File: src/rtl/regbuf_pkg.sv
package regbuf_pkg;

  // Strobes passed from control to datapath.
  typedef struct packed {
    logic loadEn;     // capture this edge
    logic dualMode;   // one-to-two topology
    logic upperHalf;  // take the high slice of dIn
  } strobe_t;

  // Latched topology; bit 0 = one-to-two, bit 1 = upper half.
  typedef enum logic [1:0] {
    CFG_SINGLE     = 2'b00,
    CFG_DUAL_LOW   = 2'b01,
    CFG_SINGLE_ALT = 2'b10,
    CFG_DUAL_HIGH  = 2'b11
  } cfg_e;

endpackage

File: src/rtl/regbuf_ctrl.sv
module regbuf_ctrl
  import regbuf_pkg::*;
#(
  parameter int CS_BITS = 2
) (
  input  logic               clk,
  input  logic               rstN,
  input  logic [1:0]         cfgSel,
  input  logic [CS_BITS-1:0] csN,
  output strobe_t            strobes
);

  cfg_e cfgQ;

  // Topology is taken only while reset is held.
  always_ff @(posedge clk) begin
    if (!rstN) cfgQ <= cfg_e'(cfgSel);
  end

  logic anySelected;
  assign anySelected = ~(&csN);

  always_comb begin
    strobes.loadEn    = rstN && anySelected;
    strobes.dualMode  = cfgQ[0];
    strobes.upperHalf = cfgQ[1];
  end

endmodule

File: src/rtl/regbuf_dpath.sv
module regbuf_dpath
  import regbuf_pkg::*;
#(
  parameter int WIDE_BITS   = 25,
  parameter int NARROW_BITS = 14
) (
  input  logic                   clk,
  input  logic                   rstN,
  input  strobe_t                strobes,
  input  logic [WIDE_BITS-1:0]   dIn,
  output logic [WIDE_BITS-1:0]   qPrimary,
  output logic [NARROW_BITS-1:0] qSecondary
);

  localparam int UPPER_BASE = WIDE_BITS - NARROW_BITS;

  logic [NARROW_BITS-1:0] narrowSlice;
  logic [WIDE_BITS-1:0]   captureVal;
  logic [WIDE_BITS-1:0]   stateQ;

  // Half selection for the one-to-two topology.
  generate
    if (UPPER_BASE > 0) begin : g_split
      assign narrowSlice = strobes.upperHalf ? dIn[WIDE_BITS-1:UPPER_BASE]
                                             : dIn[NARROW_BITS-1:0];
    end else begin : g_nosplit
      assign narrowSlice = dIn[NARROW_BITS-1:0];
    end
  endgenerate

  always_comb begin
    captureVal = '0;
    if (strobes.dualMode) captureVal[NARROW_BITS-1:0] = narrowSlice;
    else                  captureVal = dIn;
  end

  // Single state register shared by both topologies.
  always_ff @(posedge clk or negedge rstN) begin
    if (!rstN)               stateQ <= '0;
    else if (strobes.loadEn) stateQ <= captureVal;
  end

  assign qPrimary   = stateQ;
  assign qSecondary = strobes.dualMode ? stateQ[NARROW_BITS-1:0] : '0;

endmodule

File: src/rtl/cmd_regbuf.sv
module cmd_regbuf
  import regbuf_pkg::*;
#(
  parameter int WIDE_BITS   = 25,
  parameter int NARROW_BITS = 14,
  parameter int CS_BITS     = 2
) (
  input  logic                   clk,
  input  logic                   rstN,
  input  logic [1:0]             cfgSel,
  input  logic [CS_BITS-1:0]     csN,
  input  logic [WIDE_BITS-1:0]   dIn,
  output logic [WIDE_BITS-1:0]   qPrimary,
  output logic [NARROW_BITS-1:0] qSecondary
);

  strobe_t strobes;

  regbuf_ctrl #(.CS_BITS(CS_BITS)) ctrl_i (
    .clk(clk), .rstN(rstN), .cfgSel(cfgSel), .csN(csN), .strobes(strobes)
  );

  regbuf_dpath #(.WIDE_BITS(WIDE_BITS), .NARROW_BITS(NARROW_BITS)) dpath_i (
    .clk(clk), .rstN(rstN), .strobes(strobes), .dIn(dIn),
    .qPrimary(qPrimary), .qSecondary(qSecondary)
  );

endmodule

File: config.mk
export PLATFORM = sky130hd
export DESIGN_NAME = cmd_regbuf
export DESIGN_NICKNAME = d
export VERILOG_FILES = /design/src/rtl/regbuf_pkg.sv /design/src/rtl/regbuf_ctrl.sv /design/src/rtl/regbuf_dpath.sv /design/src/rtl/cmd_regbuf.sv
export SDC_FILE = /design/constraint.sdc
export NUM_CORES = 1
export LEC_CHECK = 0
export CAP_MARGIN = 15
export CELL_PAD_IN_SITES_DETAIL_PLACEMENT = 0
export CELL_PAD_IN_SITES_GLOBAL_PLACEMENT = 1
export CORE_AREA = 2 2 77 64
export DETAILED_ROUTE_END_ITERATION = 6
export DIE_AREA = 0 0 79 66
export PLACE_DENSITY = 0.89
export SYNTH_ARGS = -nofsm -noshare
export SYNTH_HDL_FRONTEND = slang
export SYNTH_SLANG_ARGS = --single-unit
File: constraint.sdc
create_clock -name clk -period 2.4 [get_ports clk]
set_input_delay 0.48 -clock clk [delete_from_list [all_inputs] [get_ports clk]]
set_output_delay 0.48 -clock clk [all_outputs]
set_load 0.03 [all_outputs]
# After elaboration in Yosys (flattened, before gate mapping)
# Index checks and enable logic that the tools add are counted.
# W data, S select, Z words.
# word_totals
ff_bits,27
in_bits,31
output_inout_bits,39
elab_cells,9
# op_classes
n_mux,4
n_bitwise,1
n_reduce_logical,2
# ops
operator,n
$mux W14,3
$mux W11,1
$reduce_and A2 Y1,1
$logic_and A1 B1 Y1,1
$not A1 Y1,1

# Logic depth before layout (Yosys ltp)
# Gate-level depths: netlist (run 1).
# logic_depth
ltp_word,3
depth_mapped,5
ltp_nobuf,3

# By module
# A second synthesis (run 1) with hierarchy kept.
# unflattened
hier_cells,146
hier_area_um2,1445.1
# modules_own_cells
mod,instances,cells_per_inst,area_per_inst_um2,seq_area_each_um2
regbuf_dpath,1,142,1370.1,625.6
regbuf_ctrl,1,4,75.1,60.1

# Least setup slack after synthesis (run 1)
# Ideal clock, no wire load.
# synth_timing
kind,flip-flop to output port
startpoint,reg ctrl_i.cfgQ[0]
endpoint,out qSecondary[10]
arrival_ps,957
required_time_ps,1920
path_slack_ps,963
stages_incl_launch_ff,3
n_path_buf,1
path_cell_list,edfxtp_1 -> clkbuf_1 -> and2_1
# synth_between
elab_chain_cells,1
# synth_rtl
item,line,text
start: declaration,regbuf_ctrl.sv:13,cfg_e cfgQ;
start signal: assignment,regbuf_ctrl.sv:17,if (!rstN) cfgQ <= cfg_e'(cfgSel);
$mux W14,regbuf_dpath.sv:44,assign qSecondary = strobes.dualMode ? stateQ[NARROW_BITS-1:0] : '0;
end: declaration,cmd_regbuf.sv:14,output logic [NARROW_BITS-1:0] qSecondary
# No other way between the ends.

# Worst setup path in the final report (run 1)
# layout_timing
startpoint,reg ctrl_i.cfgQ[0]
endpoint,out qSecondary[1]
# The elaborated chain is that of the path after synthesis.

==> impl_results.md, run 1 <==
* Final net count at 230
* Global Route met1 Usage at 0.1988
* Run status: complete, no violations
* Cell Chain, Critical Path: buf_4 -> and2_1 -> clkdlybuf4s50_1
* Register bit count reported by yosys at 27
* GRT Total Usage at 0.1402
* Maximum clock skew at final layout at 2.011 ps
* Maximum capacitance violations at 0
* Wirelength, routed at 3484 um
* Antenna diode instance count at 0
* DIE AREA at 0.005214 mm2
* Final setup violating endpoints at 0
* Net switching power of the design at 454.8 uW
* Actual slew at the worst max-slew pin at 689.1 ps
* Residual overflow from global routing at 0
* Gpl congestion at 0.7580
* Min Tclk post-route at 2259 ps
* Remaining DRCs at 0
* Setup total negative slack at 0 ps
* Number of gates resized after cts at 0
* Register-to-Register Path Depth at 4
* Number of antenna violations at the first check in global routing at 0
* Number of hold buffers added after CTS at 0
* Met3 track demand over resource in global routing at 0.03825
* Top post-synthesis cells by area: dfrtp_1 49%, mux2i_1 11%, nand2_1 11%, and2_1 6.8%, nand3b_1 6.4%
* Setup repair after global routing missed its margin: false
* Endpoint of the worst register-to-register path: dpath_i.qPrimary[2]
* Initial standard-cell utilization of the core at 0.2879
* TritonCTS clock tree: built
* Share of cells above drive strength 1 at 0.05556
* Pre-Repair DR Iteration Count at 4
* # H-tree levels at 1
* Most frequent cells in the layout: 69 x clkdlybuf4s50_1, 36 x nand2_1, 25 x dfrtp_1
* Worst setup slack for register-to-register paths at 1010 ps
* Part of the power in combinational logic at 0.379
* Post-synthesis instance area at 0.001284 mm2
* Area grow syn2layout at 62.28%
* Number of port buffers at 69
* Clk Tree Root Cell: clkbuf_8
* Hold_sp: dpath_i.qPrimary[15]
* Part of the power in registers at 0.422
* GR peak layer: met2
* Largest net degree at the start of global routing at 40
* Post-synth net total at 159
* Total I/O pin count at 70
* Crit Path Class: reg2out
* Maximum operating frequency at 442.6 MHz
* Worst-Skew Late Latency at 270 ps
* Design Area, Final at 0.002083 mm2
* Highest-delay cell along the critical path: clkdlybuf4s50_1
* Antenna-violating nets left at 0
* Most common library cell in the layout ignoring fill and taps: clkdlybuf4s50_1
* Clk buf depth at 2
* Max Slew Vio Count at 0
* Fraction of post-synthesis cell area in the top cell type by area at 0.4873
* Vias in the first global route at 1,141
* Instance area at placement at 0.002037 mm2
* Hold path cells at 2
* Kind of end point of the critical path: output port
* Placeable core region at 0.004459 mm2
* Worst IR Drop VDD at 0.2548 mV
* Gate Count Post-Synth at 128
* Crit Path Max Fanout at 12
* Fraction of the yosys area taken by sequential cells at 0.5341
* FF-to-FF Start: ctrl_i.cfgQ[0]
* Critical path launch point type: register
* Number of DRC markers in iteration 0 at 34
* Endpoint of the worst hold path: dpath_i.qPrimary[15]
* Proportion of power drawn by the clock network at 0.199
* Fill cell instance count of the final layout at 436
* Ratio of final minimum period to clock period at 0.9413
* Crit-path max cell delay at 670 ps
* Average wire per standard cell at 13.50 um
* Static Leakage at 0.9610 nW
* # clock sinks at 27
* Global-route wire length before repair at 5651 um
* Height of the die at 66 um
* Signal arrival time at the worst endpoint at 1780 ps
* Overall die width at 79 um
* Number of distinct library cells after synthesis at 15
* Post-DP HPWL at 2621 um
* Via total after detailed routing at 1,123
* Clock buffer count from CTS at 3
* Net Sw Frac at 0.3461
* Pwr Density at 630.7 mW/mm2
* Cell taking the most area after synthesis: dfrtp_1
* Average instance area after synthesis at 10.03 um2
* Critical Path RT at 1920 ps
* Final hold vios at 0
* Clock edge transition at the registers on the reported setup and hold paths at 90 ps
* Vias per Instance at 4.353
* Int Pwr at 859.1 uW
* Tightest slew margin relative to the limit at 0.5406
* Yosys warnings at 0
* # Post-CTS Setup Buffers at 0
* Final total power at 1.314 mW
* Type of the most critical hold path: reg2reg
* Met2 routing resource usage after global routing at 0.2129
* Site row count at 22
==> metal layers <==
metal	part of all wire	up-vias
met5	0	-
met4	0.0077	0
met3	0.078	3
met2	0.43	52
met1	0.48	509
li1	-	559
==> Yosys cell counts <==
cell,instances
inv_1,1
mux2i_1,14
and2_1,14
a21bo_2,1
nand3b_1,11
nand2_1,36
dfrtp_1,25
a21boi_0,1
buf_2,4
nand2_4,1
buf_6,2
o21ai_1,10
clkbuf_1,2
o21ai_0,4
edfxtp_1,2
==> flip-flops by register name, indices dropped and copies added (netlist names) <==
register          count
dpath_i.qPrimary     25
ctrl_i.cfgQ           2
==> logic make-up (layout without fill, tap and decap cells) <==
group / Yosys count / in the layout / share of synthesized area
compound gates: 16 / 16 / 0.06823
buf+inv: 9 / 79 / 0.04191
flops: 27 / 27 / 0.5341
mux: 14 / 14 / 0.1092
simple gates: 62 / 62 / 0.2466
==> power groups by stage <==
| stage | Clock (mW) | Sequential, mW | Combinational [mW] |
|---|---|---|---|
| after global placement | 0 | 0.564 | 0.498 |
| after global routing | 0.289 | 0.565 | 0.530 |
| final | 0.261 | 0.555 | 0.498 |
| after CTS | 0.267 | 0.557 | 0.503 |
| after floorplan | 0 | 0.664 | 0.159 |
| after detailed placement | 0 | 0.566 | 0.502 |
==> metrics by stage <==
step                      cells  setup WS [ps]  hold WS (ps)  utilization
after floorplan             128          963.0         184.4            -
after global placement      254          460.5         453.3       0.4568
after detailed placement    254          410.7         456.1       0.4568
after CTS                   258          124.3         476.5       0.4672
after global routing        258          36.73         501.4       0.4672
final                       258          140.8         471.5       0.4672
==> layout make-up <==
class | instances | area (um2) | share of cell area
clock buffer | 3 | 41.29 | 0.01982
inverter | 1 | 3.754 | 0.001802
multi-input combinational | 92 | 544.3 | 0.2613
timing repair buffer | 74 | 728.2 | 0.3495
sequential | 27 | 685.7 | 0.3291
tap | 60 | 75.07 | 0.03604
clock inverter | 1 | 5.005 | 0.002402
==> worst max path at each step <==
| stage | endpoint | slack [ps] | start | cells past startpoint |
|---|---|---|---|---|
| after floorplan | qSecondary[10] | 960 | ctrl_i.cfgQ[0] | 2 |
| after global placement | dpath_i.qPrimary[3] | 460 | rstN | 3 |
| after detailed placement | dpath_i.qPrimary[1] | 410 | rstN | 3 |
| after CTS | qSecondary[1] | 120 | ctrl_i.cfgQ[0] | 3 |
| after global routing | qSecondary[7] | 40 | ctrl_i.cfgQ[0] | 3 |
| final | qSecondary[1] | 140 | ctrl_i.cfgQ[0] | 3 |
==> worst max-delay path: cells and delay by family (launching register included) <==
family	cells	cell delay (ps)
flops	1	480
buf+inv	2	890
simple gates	1	130
Power figures use the tool's default switching activity.
==> run 2, diff against run 1 <==
--- a/config.mk
+++ b/config.mk
@@ -8,10 +8,11 @@
 export CAP_MARGIN = 15
 export CELL_PAD_IN_SITES_DETAIL_PLACEMENT = 0
 export CELL_PAD_IN_SITES_GLOBAL_PLACEMENT = 1
-export CORE_AREA = 2 2 77 64
+export CORE_AREA = 2 2 62 52
 export DETAILED_ROUTE_END_ITERATION = 6
-export DIE_AREA = 0 0 79 66
-export PLACE_DENSITY = 0.89
+export DIE_AREA = 0 0 64 54
+export DONT_BUFFER_PORTS = 1
+export PLACE_DENSITY = 0.85
 export SYNTH_ARGS = -nofsm -noshare
 export SYNTH_HDL_FRONTEND = slang
 export SYNTH_SLANG_ARGS = --single-unit
==> run 2 against run 1 <==
Compared with the run above:
- worst hold slack worse by 220 ps
- first-iteration DRC count up 21%
- clock skew up 1.1 ps
- clock power down 28%
- core utilization down 0.33 points
- non-clock buffer count down 71
- die area down 34%
- sequential share of layout area up 18 points
- flip-flop and latch count unchanged
- sequential power up 21%
- cell area down 35%
- largest cell class is now flip-flops and latches
- highest routed layer unchanged
==> impl_results.md, run 2 (same netlist as run 1, synthesis figures left out) <==
* Worst hold slack across all endpoints at 253.9 ps (was 471.5 ps)
* Clock buffer count from CTS at 3 (unchanged)
* Hold_sp: cfgSel[0] (was dpath_i.qPrimary[15])
* Clk buf depth at 2 (unchanged)
* Antenna diode instance count at 0 (unchanged)
* Tightest slew margin relative to the limit at 0.5418 (was 0.5406)
* Antenna-violating nets left at 0 (unchanged)
* Critical Path RT at 1920 ps (about the same)
* Setup total negative slack at 0 ps (unchanged)
* Clk Tree Root Cell: clkbuf_4 (was clkbuf_8)
* Remaining DRCs at 0 (unchanged)
* Total I/O pin count at 70 (unchanged)
* Wirelength, routed at 2820 um (was 3484 um)
* Maximum capacitance violations at 0 (unchanged)
* DIE AREA at 0.003456 mm2 (was 0.005214 mm2)
* Worst-Skew Late Latency at 310 ps (was 270 ps)
* Static Leakage at 0.6844 nW (was 0.9610 nW)
* Site row count at 18 (was 22)
* Sequential standard cell area at 685.7 um2 (unchanged)
* Global-route wire length before repair at 4464 um (was 5651 um)
* Share of cells above drive strength 1 at 0.05512 (was 0.05556)
* Overall die width at 64 um (was 79 um)
* Residual overflow from global routing at 0 (unchanged)
* Instance area at placement at 0.001291 mm2 (was 0.002037 mm2)
* Most frequent cells in the layout: 36 x nand2_1, 25 x dfrtp_1, 14 x and2_1, 14 x mux2i_1, 11 x nand3b_1 (was 69 x clkdlybuf4s50_1, 36 x nand2_1, 25 x dfrtp_1)
* Crit Path Class: reg2out (unchanged)
* Vias in the first global route at 915 (was 1,141)
* Design Area, Final at 0.001348 mm2 (was 0.002083 mm2)
* Multi-input combinational cell area at 544.3 um2 (unchanged)
* TritonCTS clock tree: built (unchanged)
* Placeable core region at 0.002905 mm2 (was 0.004459 mm2)
* Largest net degree at the start of global routing at 40 (unchanged)
* Crit Path Max Fanout at 26 (was 12)
* Run status: complete, no violations (unchanged)
* # Post-CTS Setup Buffers at 0 (unchanged)
* Number of DRC markers in iteration 0 at 41 (was 34)
* Crit path buffers/inverters at 0 (was 2)
* Number of antenna violations at the first check in global routing at 0 (unchanged)
* Pre-Repair DR Iteration Count at 3 (was 4)
* # H-tree levels at 1 (unchanged)
* Post-DP HPWL at 2036 um (was 2621 um)
* Height of the die at 54 um (was 66 um)
* Maximum operating frequency at 499.9 MHz (was 442.6 MHz)
* Cell Chain, Critical Path: and2_1 (was buf_4 -> and2_1 -> clkdlybuf4s50_1)
* Start point of the critical path: ctrl_i.cfgQ[0] (unchanged)
* Max Slew Vio Count at 0 (unchanged)
* Number of port buffers at 0 (was 69)
* Final net count at 159 (was 230)
* Type of the most critical hold path: in2reg (was reg2reg)
* Area grow syn2layout at 4.971% (was 62.28%)
* Highest-delay cell along the critical path: edfxtp_1 (was clkdlybuf4s50_1)
* Pwr Density at 769.9 mW/mm2 (was 630.7 mW/mm2)
* Fill cell instance count of the final layout at 297 (was 436)
* Initial standard-cell utilization of the core at 0.4419 (was 0.2879)
* Average wire per standard cell at 16.89 um (was 13.50 um)
* Actual slew at the worst max-slew pin at 687.3 ps (was 689.1 ps)
* Setup repair after global routing missed its margin: false (unchanged)
* Most common library cell in the layout ignoring fill and taps: nand2_1 (was clkdlybuf4s50_1)
* FF-to-FF Start: ctrl_i.cfgQ[0] (unchanged)
* Signal arrival time at the worst endpoint at 1520 ps (was 1780 ps)
* Gpl congestion at 0.6903 (was 0.7580)
* Min Tclk post-route at 2000 ps (was 2259 ps)
* Final hold vios at 0 (unchanged)
* Maximum clock skew at final layout at 3.099 ps (was 2.011 ps)
* Top delay family on crit path: flip-flops (was buffers and inverters)
* Via total after detailed routing at 890 (was 1,123)
* Kind of end point of the critical path: output port (unchanged)
* Flip-flop count of the largest register, all copies and words added at 25 (unchanged)
* Worst IR Drop VDD at 0.5144 mV (was 0.2548 mV)
* Critical path launch point type: register (unchanged)
* Ratio of final minimum period to clock period at 0.8335 (was 0.9413)
* # clock sinks at 27 (unchanged)
* Crit-path max cell delay at 790 ps (was 670 ps)
* Clock edge transition at the registers on the reported setup and hold paths at 130 ps (was 90 ps)
* Vias per Instance at 5.329 (was 4.353)
* Final setup violating endpoints at 0 (unchanged)
* GRT Total Usage at 0.1741 (was 0.1402)
[run 2: cell count changes in the layout (fill, tap and decap cells not counted), sizes merged]
| cell | before | now |
|---|---|---|
| dlygate4sd3 | 0 | 1 |
| clkdlybuf4s50 | 69 | 0 |
| buf | 5 | 2 |
| clkbuf | 3 | 4 |
| clkinv | 1 | 0 |
[run 2: layout make-up]
| class | instances | area share |
|---|---|---|
| flip-flops and latches | 27 | 0.5088 |
| multi-input cells | 92 | 0.4039 |
| well taps | 40 | 0.03714 |
| repair buffers | 3 | 0.02786 |
| clock buffers | 4 | 0.01950 |
| inverters | 1 | 0.002786 |
[run 2: through the flow]
stage	util	instances	worst slack [ps]	total power, mW
floorplan	-	128	963.0	0.8228
global placement	0.4444	161	787.8	0.8432
detailed placement	0.4444	161	732.6	0.8507
CTS	0.4638	167	351.8	1.057
global route	0.4638	167	282.9	1.101
finish	0.4638	167	399.7	1.037
[run 2: report_power, final]
part	switching (mW)	internal (mW)	total [mW]
clock	0.123	0.0649	0.188
sequential	0.158	0.513	0.671
combinational	0.119	0.0593	0.178
[run 2: final timing paths]
kind                            slack [ps]                    to  cells past startpoint
max in group asynchronous             1680  dpath_i.qPrimary[24]                      2
worst min-delay path                   250        ctrl_i.cfgQ[0]                      0
worst max register to register         780   dpath_i.qPrimary[3]                      3
worst min register to register         680  dpath_i.qPrimary[23]                      2
min in group asynchronous              580   dpath_i.qPrimary[7]                      2
worst max-delay path                   400         qSecondary[0]                      1
[run 2: timing repair]
action / CTS / global route
hold buffers: 2 / 0
hold endpoints to repair: 25 / 0
setup endpoints to repair: 0 / 0
resized for setup: 0 / 0
[run 2: metal layers]
layer	track usage	wire length (um)	vias up
li1	-	-	418
met1	0.1868	1113	418
met2	0.3333	1400	52
met3	0.07322	292	2
met4	0.02174	12	0
met5	0	0	-
==> run 3, diff against run 2 <==
--- a/config.mk
+++ b/config.mk
@@ -8,11 +8,11 @@
 export CAP_MARGIN = 15
 export CELL_PAD_IN_SITES_DETAIL_PLACEMENT = 0
 export CELL_PAD_IN_SITES_GLOBAL_PLACEMENT = 1
-export CORE_AREA = 2 2 62 52
+export CORE_AREA = 2 2 64 54
 export DETAILED_ROUTE_END_ITERATION = 6
-export DIE_AREA = 0 0 64 54
+export DIE_AREA = 0 0 66 56
 export DONT_BUFFER_PORTS = 1
-export PLACE_DENSITY = 0.85
+export PLACE_DENSITY = 0.8
 export SYNTH_ARGS = -nofsm -noshare
 export SYNTH_HDL_FRONTEND = slang
 export SYNTH_SLANG_ARGS = --single-unit
==> constraint.sdc (replaced) <==
create_clock -name clk -period 2 [get_ports clk]
set_input_delay 0.4 -clock clk [delete_from_list [all_inputs] [get_ports clk]]
set_output_delay 0.4 -clock clk [all_outputs]
set_load 0.03 [all_outputs]
==> run 3 against run 2 <==
Compared with the run above:
- wire length rose by 0.57%
- first-iteration DRC count shrank 20%
- global-route usage is 1.3 points lower
- clock-buffer cell count is the same
- setup slack got worse by 190 ps
- die area grew 6.9%
- critical path depth did not move
- power rose by 27%
- cell count increased by 0.60%
- critical path type unchanged
- largest cell class unchanged
- largest power group unchanged
==> impl_results.md, run 3 (same netlist as run 1, synthesis figures left out) <==
* Setup repair after global routing missed its margin: false (unchanged)
* Actual slew at the worst max-slew pin at 692.0 ps (was 687.3 ps)
* Clk Tree Root Cell: clkbuf_8 (was clkbuf_4)
* Highest-delay cell along the critical path: edfxtp_1 (unchanged)
* Antenna-violating nets left at 0 (unchanged)
* GRT Total Usage at 0.1606 (was 0.1741)
* Maximum capacitance violations at 0 (unchanged)
* Share of cells above drive strength 1 at 0.06250 (was 0.05512)
* Max Slew Vio Count at 0 (unchanged)
* Number of DRC markers in iteration 0 at 33 (was 41)
* Area grow syn2layout at 7.018% (was 4.971%)
* Flip-flop count of the largest register, all copies and words added at 25 (unchanged)
* Number of port buffers at 0 (unchanged)
* Remaining DRCs at 0 (unchanged)
* Final setup violating endpoints at 0 (unchanged)
* Worst-Skew Late Latency at 260 ps (was 310 ps)
* # H-tree levels at 1 (unchanged)
* Clk buf depth at 2 (unchanged)
* Most frequent cells in the layout: 36 x nand2_1, 25 x dfrtp_1, 14 x and2_1, 14 x mux2i_1, 11 x nand3b_1 (unchanged)
* Vias in the first global route at 906 (was 915)
* Number of gates resized after cts at 0 (unchanged)
* TritonCTS clock tree: built (unchanged)
* Min Tclk post-route at 1795 ps
* Total I/O pin count at 70 (unchanged)
* Final net count at 160 (was 159)
* Top delay family on crit path: flip-flops (unchanged)
* Critical path launch point type: register (unchanged)
* Clock edge transition at the registers on the reported setup and hold paths at 90 ps (was 130 ps)
* Residual overflow from global routing at 0 (unchanged)
* Final hold vios at 0 (unchanged)
* Wirelength, routed at 2836 um (was 2820 um)
* Ratio of final minimum period to clock period at 0.8976
* Crit Path Max Fanout at 21 (was 26)
* Most common library cell in the layout ignoring fill and taps: nand2_1 (unchanged)
* Cell Chain, Critical Path: and2_1 (unchanged)
* Crit Path Class: reg2out (unchanged)
* Global-route wire length before repair at 4540 um (was 4464 um)
* Run status: complete, no violations (unchanged)
* Post-DP HPWL at 2010 um (was 2036 um)
* Largest net degree at the start of global routing at 40 (unchanged)
* Pre-Repair DR Iteration Count at 4 (was 3)
* Type of the most critical hold path: in2reg (unchanged)
* Number of antenna violations at the first check in global routing at 0 (unchanged)
* Static Leakage at 0.6969 nW (was 0.6844 nW)
* Clock buffer count from CTS at 3 (unchanged)
* # clock sinks at 27 (unchanged)
* Post-layout utilization of the core at 0.4552 (was 0.4638)
* Placeable core region at 0.003018 mm2 (was 0.002905 mm2)
* Antenna diode instance count at 0 (unchanged)
* Pwr Density at 961.9 mW/mm2 (was 769.9 mW/mm2)
* Overall die width at 66 um (was 64 um)
* Via total after detailed routing at 894 (was 890)
* Height of the die at 56 um (was 54 um)
* Vias per Instance at 5.321 (was 5.329)
* Final total power at 1.322 mW (was 1.037 mW)
* # Post-CTS Setup Buffers at 0 (unchanged)
* Worst IR Drop VDD at 0.5535 mV (was 0.5144 mV)
* Gpl congestion at 0.6383 (was 0.6903)
* Initial standard-cell utilization of the core at 0.4254 (was 0.4419)
* Crit-path max cell delay at 720 ps (was 790 ps)
* Crit path buffers/inverters at 0 (unchanged)
* Maximum operating frequency at 557.0 MHz
* Kind of end point of the critical path: output port (unchanged)
* Setup total negative slack at 0 ps (unchanged)
* Critical Path RT at 1600 ps (was 1920 ps)
* Tightest slew margin relative to the limit at 0.5386 (was 0.5418)
* DIE AREA at 0.003696 mm2 (was 0.003456 mm2)
* Maximum clock skew at final layout at 0.4015 ps (was 3.099 ps)
* Average wire per standard cell at 16.88 um (was 16.89 um)
* Site row count at 18 (unchanged)
* Signal arrival time at the worst endpoint at 1400 ps (was 1520 ps)
-- run 3: routing by layer --
metal,global-route usage,vias up,part of all wire
met5,0,-,0
met4,0.01749,0,0.0039
met3,0.06478,2,0.092
met2,0.2698,50,0.47
met1,0.2003,422,0.43
li1,-,420,-
-- run 3: worst paths after layout --
check / startpoint / to / slack (ps) / depth (start not counted)
worst max-delay path: ctrl_i.cfgQ[0] / qSecondary[0] / 200 / 1
worst min-delay path: cfgSel[1] / ctrl_i.cfgQ[1] / 220 / 0
worst max register to register: ctrl_i.cfgQ[0] / dpath_i.qPrimary[1] / 500 / 3
worst min register to register: dpath_i.qPrimary[19] / dpath_i.qPrimary[19] / 670 / 2
max in group asynchronous: rstN / dpath_i.qPrimary[2] / 1290 / 2
min in group asynchronous: rstN / dpath_i.qPrimary[15] / 560 / 2
-- run 3: cell type report --
class | count | area (um2)
timing repair buffer | 4 | 45.04
clock buffer | 4 | 45.04
multi-input combinational | 92 | 544.3
sequential | 27 | 685.7
inverter | 1 | 3.754
tap | 40 | 50.05
fill | 302 | 1644
-- run 3: power breakdown --
part | internal, mW | total, mW | switching, mW
Clock | 0.142 | 0.300 | 0.158
Combinational | 0.0729 | 0.216 | 0.143
Sequential | 0.616 | 0.806 | 0.189
-- run 3: timing repair --
item                                    CTS  global route
endpoints found under the hold margin    25             0
endpoints found under the setup margin    0             0
hold buffers                              2             0
-- run 3: through the flow --
stage / instance area [um2] / setup slack [ps] / hold WS [ps] / instances
2_1_floorplan: 1284 / 643.0 / 104.4 / 128
3_3_place_gp: 1299 / 515.4 / 105.2 / 162
3_5_place_dp: 1299 / 439.0 / 105.2 / 162
4_1_cts: 1374 / 155.8 / 215.6 / 168
5_1_grt: 1374 / 65.59 / 202.6 / 168
6_report: 1374 / 204.7 / 224.1 / 168
